<file path="src/rtl/dat_walk_pkg.sv">
package dat_walk_pkg;
  localparam int AW     = 64;
  localparam int IDX_W  = 11;
  localparam int PX_W   = 8;
  localparam int BX_W   = 12;
  localparam int ENT_LG = 3;   // log2 of entry bytes
  localparam int TBL_LG = 12;  // region/segment table origin alignment
  localparam int PT_LG  = 11;  // page table origin alignment
  localparam int Q_W    = 2;   // quarter index width for bounds

  typedef enum logic [2:0] {
    LV_PAGE = 3'd0, LV_SEG = 3'd1, LV_R3 = 3'd2, LV_R2 = 3'd3, LV_R1 = 3'd4
  } level_e;

  typedef enum logic [2:0] {
    F_NONE = 3'd0, F_REG_INV = 3'd1, F_SEG_INV = 3'd2, F_PG_INV = 3'd3,
    F_LENGTH = 3'd4, F_TYPE = 3'd5, F_PROT = 3'd6
  } fault_e;

  function automatic logic [IDX_W-1:0] field_of(input logic [AW-1:0] va, input level_e lv);
    logic [IDX_W-1:0] f;
    case (lv)
      LV_R1:   f = va[BX_W+PX_W+4*IDX_W-1 -: IDX_W];
      LV_R2:   f = va[BX_W+PX_W+3*IDX_W-1 -: IDX_W];
      LV_R3:   f = va[BX_W+PX_W+2*IDX_W-1 -: IDX_W];
      LV_SEG:  f = va[BX_W+PX_W+IDX_W-1 -: IDX_W];
      default: f = {{(IDX_W-PX_W){1'b0}}, va[BX_W+PX_W-1 -: PX_W]};
    endcase
    return f;
  endfunction
endpackage

</file>
<file path="src/rtl/dat_entry_addr.sv">
module dat_entry_addr
  import dat_walk_pkg::*;
(
  input  logic [AW-1:0] vaddr,
  input  level_e        level,
  input  logic [AW-1:0] origin,
  output logic [AW-1:0] entry_addr
);
  localparam int PAD = AW - IDX_W - ENT_LG;
  logic [IDX_W-1:0] idx;
  assign idx        = field_of(vaddr, level);
  assign entry_addr = origin + {{PAD{1'b0}}, idx, {ENT_LG{1'b0}}};
endmodule

</file>
<file path="src/rtl/dat_entry_eval.sv">
module dat_entry_eval
  import dat_walk_pkg::*;
(
  input  logic [AW-1:0] entry,
  input  level_e        level,
  input  logic [AW-1:0] vaddr,
  input  logic          is_store,
  input  logic          seg_prot_in,
  output fault_e        fault,
  output logic [AW-1:0] next_origin,
  output logic          seg_prot_out,
  output logic [AW-1:0] real_addr
);
  localparam int INV_R  = 5;
  localparam int INV_P  = 10;
  localparam int PROT_S = 9;
  localparam int PROT_P = 8;

  logic [IDX_W-1:0] nidx;
  logic [Q_W-1:0]   quarter, t_off, t_len;
  logic [1:0]       want_tt;
  logic             oob;

  assign nidx    = field_of(vaddr, level_e'(level - 3'd1));
  assign quarter = nidx[IDX_W-1 -: Q_W];
  assign t_off   = entry[7:6];
  assign t_len   = entry[1:0];
  assign oob     = (quarter < t_off) || (quarter > t_len);
  assign want_tt = 2'(level - 3'd1);

  always_comb begin
    fault        = F_NONE;
    next_origin  = '0;
    seg_prot_out = seg_prot_in;
    real_addr    = '0;
    case (level)
      LV_PAGE: begin
        if (entry[INV_P])                                  fault = F_PG_INV;
        else if (is_store && (seg_prot_in || entry[PROT_P])) fault = F_PROT;
        real_addr = {entry[AW-1:BX_W], vaddr[BX_W-1:0]};
      end
      LV_SEG: begin
        if (entry[INV_R])               fault = F_SEG_INV;
        else if (entry[3:2] != 2'b00)   fault = F_TYPE;
        next_origin  = {entry[AW-1:PT_LG], {PT_LG{1'b0}}};
        seg_prot_out = entry[PROT_S];
      end
      default: begin
        if (entry[INV_R])               fault = F_REG_INV;
        else if (entry[3:2] != want_tt) fault = F_TYPE;
        else if (oob)                   fault = F_LENGTH;
        next_origin = {entry[AW-1:TBL_LG], {TBL_LG{1'b0}}};
      end
    endcase
  end
endmodule

</file>
<file path="src/rtl/dat_walker.sv">
module dat_walker
  import dat_walk_pkg::*;
(
  input  logic          clk,
  input  logic          rst,
  input  logic          req_valid,
  output logic          req_ready,
  input  logic [63:0]   req_vaddr,
  input  logic          req_store,
  input  logic [63:0]   req_space,
  output logic          done,
  output logic [63:0]   rsp_raddr,
  output logic [2:0]    rsp_fault,
  output logic          rsp_store,
  output logic          mem_req_valid,
  input  logic          mem_req_ready,
  output logic [63:0]   mem_req_addr,
  input  logic          mem_rsp_valid,
  input  logic [63:0]   mem_rsp_data
);
  typedef enum logic [1:0] {S_IDLE, S_FETCH, S_WAIT} state_e;

  state_e        state;
  level_e        level;
  logic [AW-1:0] va_q, origin_q;
  logic          store_q, seg_prot_q;

  fault_e        ev_fault;
  logic [AW-1:0] ev_next, ev_real;
  logic          ev_sprot;

  dat_entry_addr u_addr (
    .vaddr(va_q), .level(level), .origin(origin_q), .entry_addr(mem_req_addr)
  );

  dat_entry_eval u_eval (
    .entry(mem_rsp_data), .level(level), .vaddr(va_q), .is_store(store_q),
    .seg_prot_in(seg_prot_q), .fault(ev_fault), .next_origin(ev_next),
    .seg_prot_out(ev_sprot), .real_addr(ev_real)
  );

  assign req_ready     = (state == S_IDLE);
  assign mem_req_valid = (state == S_FETCH);

  always_ff @(posedge clk) begin
    if (rst) begin
      state      <= S_IDLE;
      level      <= LV_PAGE;
      va_q       <= '0;
      origin_q   <= '0;
      store_q    <= 1'b0;
      seg_prot_q <= 1'b0;
      done       <= 1'b0;
      rsp_raddr  <= '0;
      rsp_fault  <= F_NONE;
      rsp_store  <= 1'b0;
    end else begin
      done <= 1'b0;
      case (state)
        S_IDLE: if (req_valid) begin
          va_q       <= req_vaddr;
          store_q    <= req_store;
          seg_prot_q <= 1'b0;
          if (req_space[4]) begin
            done      <= 1'b1;
            rsp_raddr <= req_vaddr;
            rsp_fault <= F_NONE;
            rsp_store <= req_store;
          end else begin
            level    <= level_e'({1'b0, req_space[3:2]} + 3'd1);
            origin_q <= {req_space[AW-1:TBL_LG], {TBL_LG{1'b0}}};
            state    <= S_FETCH;
          end
        end
        S_FETCH: if (mem_req_ready) state <= S_WAIT;
        S_WAIT: if (mem_rsp_valid) begin
          if (ev_fault != F_NONE || level == LV_PAGE) begin
            done      <= 1'b1;
            rsp_fault <= ev_fault;
            rsp_raddr <= (ev_fault == F_NONE) ? ev_real : '0;
            rsp_store <= store_q;
            state     <= S_IDLE;
          end else begin
            origin_q   <= ev_next;
            level      <= level_e'(level - 3'd1);
            seg_prot_q <= ev_sprot;
            state      <= S_FETCH;
          end
        end
        default: state <= S_IDLE;
      endcase
    end
  end
endmodule

</file>
<file path="config.mk">
export PLATFORM = sky130hd
export DESIGN_NAME = dat_walker
export DESIGN_NICKNAME = d
export VERILOG_FILES = /design/src/rtl/dat_walk_pkg.sv /design/src/rtl/dat_entry_addr.sv /design/src/rtl/dat_entry_eval.sv /design/src/rtl/dat_walker.sv
export SDC_FILE = /design/constraint.sdc
export NUM_CORES = 1
export LEC_CHECK = 0
export ABC_AREA = 1
export CORE_AREA = 3 3 249 251
export DETAILED_ROUTE_END_ITERATION = 10
export DIE_AREA = 0 0 252 254
export MAX_ROUTING_LAYER = met4
export PLACE_DENSITY = 0.44
export SYNTH_ARGS = -nofsm -noshare
export SYNTH_HDL_FRONTEND = slang
export SYNTH_HIERARCHICAL = 1
export SYNTH_SLANG_ARGS = --single-unit
</file>
<file path="constraint.sdc">
create_clock -name clk -period 6.8 [get_ports clk]
set_input_delay 1.36 -clock clk [delete_from_list [all_inputs] [get_ports clk]]
set_output_delay 1.36 -clock clk [all_outputs]
set_load 0.05 [all_outputs]
</file>
# After elaboration in Yosys (flattened, before gate mapping)
# Index checks and enable logic that the tools add are counted.
[totals] register_bits=204 input_bits=198 wordCells=103
[classes] add_sub_neg=3 order_cmp=2 eq_ne=19 muxes=54 reduce_logical=15
[ops] cell="two-way mux 64 bit" n=10
[ops] cell="one-hot mux 64 bit (2 select lines)" n=3
[ops] cell="one-hot mux 11 bit (4 select lines)" n=2
[ops] cell="adder 64 x 14 -> 64 bit" n=1
[ops] cell="two-way mux 3 bit" n=15
[ops] cell="one-hot mux 3 bit (2 select lines)" n=3
[ops] cell="AND reduction 5 bit" n=3
[ops] cell="two-way mux 1 bit" n=13
[ops] cell="== test 3 x 2 -> 1 bit, second input constant" n=4
[ops] cell="!= test 2 bit, second input constant" n=5
[ops] cell="two-way mux 2 bit" n=4
[ops] cell="== test 3 x 1 -> 1 bit, second input constant" n=2
[ops] cell="== test 3 bit, second input constant" n=2
[ops] cell="zero test 3 bit" n=2
[ops] cell="!= test 2 x 1 -> 1 bit, second input constant" n=3
[ops] cell="one-hot mux 1 bit (2 select lines)" n=3
[ops] cell="one-hot mux 2 bit (3 select lines)" n=1
[ops] cell="AND reduction 4 bit" n=1
[ops] cell="nonzero test 2 bit" n=2
[ops] cell="adder 2 x 1 -> 3 bit, second input constant" n=1
[ops] cell="logical OR 1 bit" n=3
[ops] cell="nonzero test 3 bit" n=1
[ops] cell="subtractor 3 x 1 -> 3 bit, second input constant" n=1
[ops] cell="== test 2 x 1 -> 1 bit, second input constant" n=1
[ops] cell="7 further kinds" n=7

# Logic depth before layout (Yosys ltp)
[logic_depth] ltp_word=14 depth_mapped=25 depth_no_buf=23

# Cells and area by module
# The synthesis kept the hierarchy.
[modules_own_cells] module="dat_walker" instances=1 cells_each=1482 area_each_um2=9759.4 seq_area_each_um2=4083.9
[modules_own_cells] module="dat_entry_addr" instances=1 cells_each=639 area_each_um2=3204.3 seq_area_each_um2=0.0
[modules_own_cells] module="dat_entry_eval" instances=1 cells_each=324 area_each_um2=1413.9 seq_area_each_um2=0.0

# Least setup slack after synthesis
# Ideal clock, no wire load.
[synth_timing] path_kind="reg-to-output" startpoint="register level[2]" endpoint="output mem_req_addr[31]" arrival_time_ns=3.383 setup_slack_ns=2.057 stages_incl_launch_ff=20 n_path_buf=1 cell_sequence="dfxtp_1 > inv_1 > nor3_1 > inv_1 > nand3_1 > buf_2 > nor2_1 > a21oi_1 > ha_1 > inv_1 > fa_1 > inv_1 > nand3_1 > nand3_2 > nand2_1 > nand2_2 > nand2_1 > nand2_2 > nand2_1 > xnor2_1"
[synth_via] elab_chain_len=3
[synth_rtl] item="from (decl)" line="dat_walker.sv:24" text="level_e level;"
[synth_rtl] item="from (signal assigned)" line="dat_walker.sv:70" text="level <= level_e'({1'b0, req_space[3:2]} + 3'd1);"
[synth_rtl] item="from (signal assigned)" line="dat_walker.sv:85" text="level <= level_e'(level - 3'd1);"
[synth_rtl] item="== test 3 x 1 -> 1 bit (tied with other cells)" line="dat_walk_pkg.sv:22" text="case (lv)"
[synth_rtl] item="one-hot mux 11 bit (4 select lines) (*)" line="dat_walk_pkg.sv:22"
[synth_rtl] item="adder 64 x 14 -> 64 bit (*)" line="dat_entry_addr.sv:12" text="assign entry_addr = origin + {{PAD{1'b0}}, idx, {ENT_LG{1'b0}}};"
[synth_rtl] item="to (decl)" line="dat_walker.sv:17" text="output logic [63:0] mem_req_addr,"
# Mark *: on every way between the ends. The rest lies on a longest branch, timed or not.

# Worst setup path after layout
[layout_timing] startpoint="register level[1]" endpoint="output mem_req_addr[41]"
# The elaborated chain is that of the path after synthesis.

==> metrics.md <==
| Metric | Value |
|---|---|
| Synth Register Bits | `204` |
| Detailed-route via count | `15800` |
| Crit path largest cell delay | `840 ps` |
| Final WL | `63.5 mm` |
| Chip height | `254 um` |
| Grt ovf | `0` |
| Final Skew | `13.4 ps` |
| Slew margin rel. | `33.4%` |
| Post-synthesis sequential area ratio | `28.4%` |
| Reg clk slew, reported paths | `60 ps` |
| CTS tree | `built` |
| Row Count | `90` |
| Yosys top cell by area | `dfxtp_1` |
| Via density per instance | `4.52` |
| DRC errors left | `0` |
| Pwr per Cell Area | `271 nW/um2` |
| Layout area overhead | `32.1%` |
| Library cells used by synthesis | `42` |
| Initial drt markers | `979` |
| Starting Density | `23.9%` |
| CTS root buffer | `clkbuf_16` |
| I/O Pins | `333` |
| Warnings from Yosys | `6` |
| RSZ-0062 raised after global routing | `no` |
| Syn avg cell area | `5.88 um2` |
| Nets@finish | `2898` |
| Worst-skew pair later-pin latency | `540 ps` |
| Critical-path cell list | `inv_1, nand3_1, nor2_1, a211oi_1, a21oi_1, ha_1, inv_1, fa_1, inv_1, nand3_1, nand3_2, nand2_1, nand2_1, nand3_1, nand2_1, nand4_1, nand2_1, clkdlybuf4s50_1` |
| Drt first pass iters | `5` |
| Kind of critical path | `reg2out` |
| Post-Syn Instances | `2445` |
| Crit path launch type | `flop` |
| Crit path arrival time | `5070 ps` |
| EDFF count, synth | `0` |
| Max-Cap Viols | `0` |
| Fraction of registers with async set/reset | `0%` |
| Core area | `60100 um2` |
| Tcrit/Tclk final | `94.6%` |
| Post-route ant nets | `0` |
| Initial antenna violation count | `8` |
| Hold Violations, Final | `0` |
| Fin crit period | `6430 ps` |
| Routed wire per std cell | `18.2 um` |
| First-pass GRT wire length | `95.0 mm` |
| Cell Area, Synth | `14400 um2` |
| Slowest CP cell | `clkdlybuf4s50_1` |
| Final Core Density | `31.6%` |
| CTS Sinks | `204` |
| Num CTS Buffers | `27` |
| Top cells by count, synth | `628 x nand2_1, 383 x nor2_1, 341 x inv_1` |
| Worst Path Buf+Inv | `4` |
| Setup TNS | `0 ps` |
| Min-Delay Path Class | `reg2reg` |
| Post-place instance area | `18100 um2` |
| Main synth FF type | `dfxtp_1` |
| Cell mode on critical path | `nand2_1` |
| Count leader, synth | `nand2_1` |
| Status | `complete, no violations` |
| Yosys top cell area share | `28.4%` |
| Max Root-Sink Buffers | `3` |
| Layout cells sized above 1 | `5.12%` |
| Post-Layout Cell Count | `3486` |
| GRT Resource Usage Total | `19.8%` |
| Synth area leaders | `dfxtp_1 28%, nand2_1 16%, nor2_1 10%, inv_1 8.9%, nand3_1 7.0%` |
| Post-DP HPWL | `48.9 mm` |
| CP required | `5440 ps` |
| Post-CTS setup buffers | `0` |
| Worst vdd ir | `173 uV` |
| Final setup viols | `0` |
| Vias in the first global route | `15500` |
| CP top delay family | `simple AND/OR/NAND/NOR gates` |
| H-tree levels | `1` |
| Port bufs | `322` |
| Die area | `64000 um2` |
| Least-Margin Pin Slew | `995 ps` |
| Max Fclk | `0.155 GHz` |
| Fin area | `19000 um2` |
| Placed Cells | `3429` |
| Routability Congestion | `0.920` |
| Worst Setup End Kind | `output port` |
| Largest net degree at the start of global routing | `100` |
| Cts repair resizes | `0` |
| Pins Over Slew Limit | `0` |
| Leakage | `9.05 nW` |
| Die width | `252 um` |
| Hold-fix buffers at CTS | `0` |
| CP Max Fanout | `12` |
## layer usage
layer | wire length (um) | up-vias | GRT usage [%]
li1 | - | 8075 | -
met1 | 28900 | 7219 | 25.2
met2 | 29300 | 395 | 32.3
met3 | 3920 | 67 | 3.99
met4 | 1430 | 0 | 4.45
met5 | 0 | - | -
## cell families (layout without fill, tap and decap cells)
family / Yosys count / in the layout / share of synthesized area, %
simple gates: 1401 / 1401 / 43.1
buf+inv: 502 / 743 / 14.2
compound gates: 281 / 281 / 10.2
flops: 204 / 204 / 28.4
xor+xnor: 32 / 32 / 1.95
fa+ha+maj: 24 / 24 / 2.14
other cells: 1 / 19 / 0.0261
## placed cells by master (no fill, tap or decap), types with 11 or more instances in the layout
cell type / instances
a21oi_1: 133
nand2_1: 625
inv_2: 11
o21ai_0: 126
clkbuf_16: 27
nand3_1: 200
buf_4: 19
xor2_1: 24
inv_1: 340
nand4_1: 35
conb_1: 11
clkdlybuf4s50_1: 322
nand2_2: 25
dfxtp_1: 204
nor2_1: 383
nand3b_1: 82
nor2_2: 12
nor3_1: 12
ha_1: 23
## report_power, final
group | switching (mW) | total [mW] | internal, mW | leakage [nW]
Clock | 0.556 | 1.42 | 0.868 | 0.433
Combinational | 1.48 | 2.18 | 0.697 | 6.93
Sequential | 0.188 | 1.54 | 1.35 | 1.69
## tightest hold or removal path: cells and delay by family (launching register included)
kind	cells	cell delay [ps]
AO/OA/AOI/OAI	1	40
flip-flops	1	330
AND/OR/NAND/NOR	1	80
## final cells by class
class | count | area (um2)
fill | 6843 | 41100
multi-input combinational | 1749 | 8320
sequential | 204 | 4080
timing repair buffer | 342 | 3390
inverter | 352 | 1330
tap | 782 | 978
clock buffer | 41 | 788
clock inverter | 8 | 92.6
antenna | 8 | 20.0
## per-stage QoR
step           setup slack (ps)  total power [mW]  hold slack, ps
3_5_place_dp                985              3.76             477
6_report                    368              5.14             493
4_1_cts                     393              5.22             496
5_1_grt                     106              5.46             518
2_1_floorplan              2060              2.93             453
3_3_place_gp               1040              3.75             470
## state kept, by name, indices dropped and copies added, names as in the netlist
signal	flops
rsp_raddr	64
seg_prot_q	1
va_q	64
store_q	1
done	1
origin_q	64
state	2
level	3
rsp_fault	3
rsp_store	1
## worst paths after layout
check	start	to	slack, ps	cells after the start
min	origin_q[10]	origin_q[10]	490	2
max	level[1]	mem_req_addr[41]	370	18
min reg2reg	origin_q[10]	origin_q[10]	490	2
max reg2reg	level[1]	rsp_raddr[3]	2240	16
No activity file was read; power rests on OpenSTA's default activity.
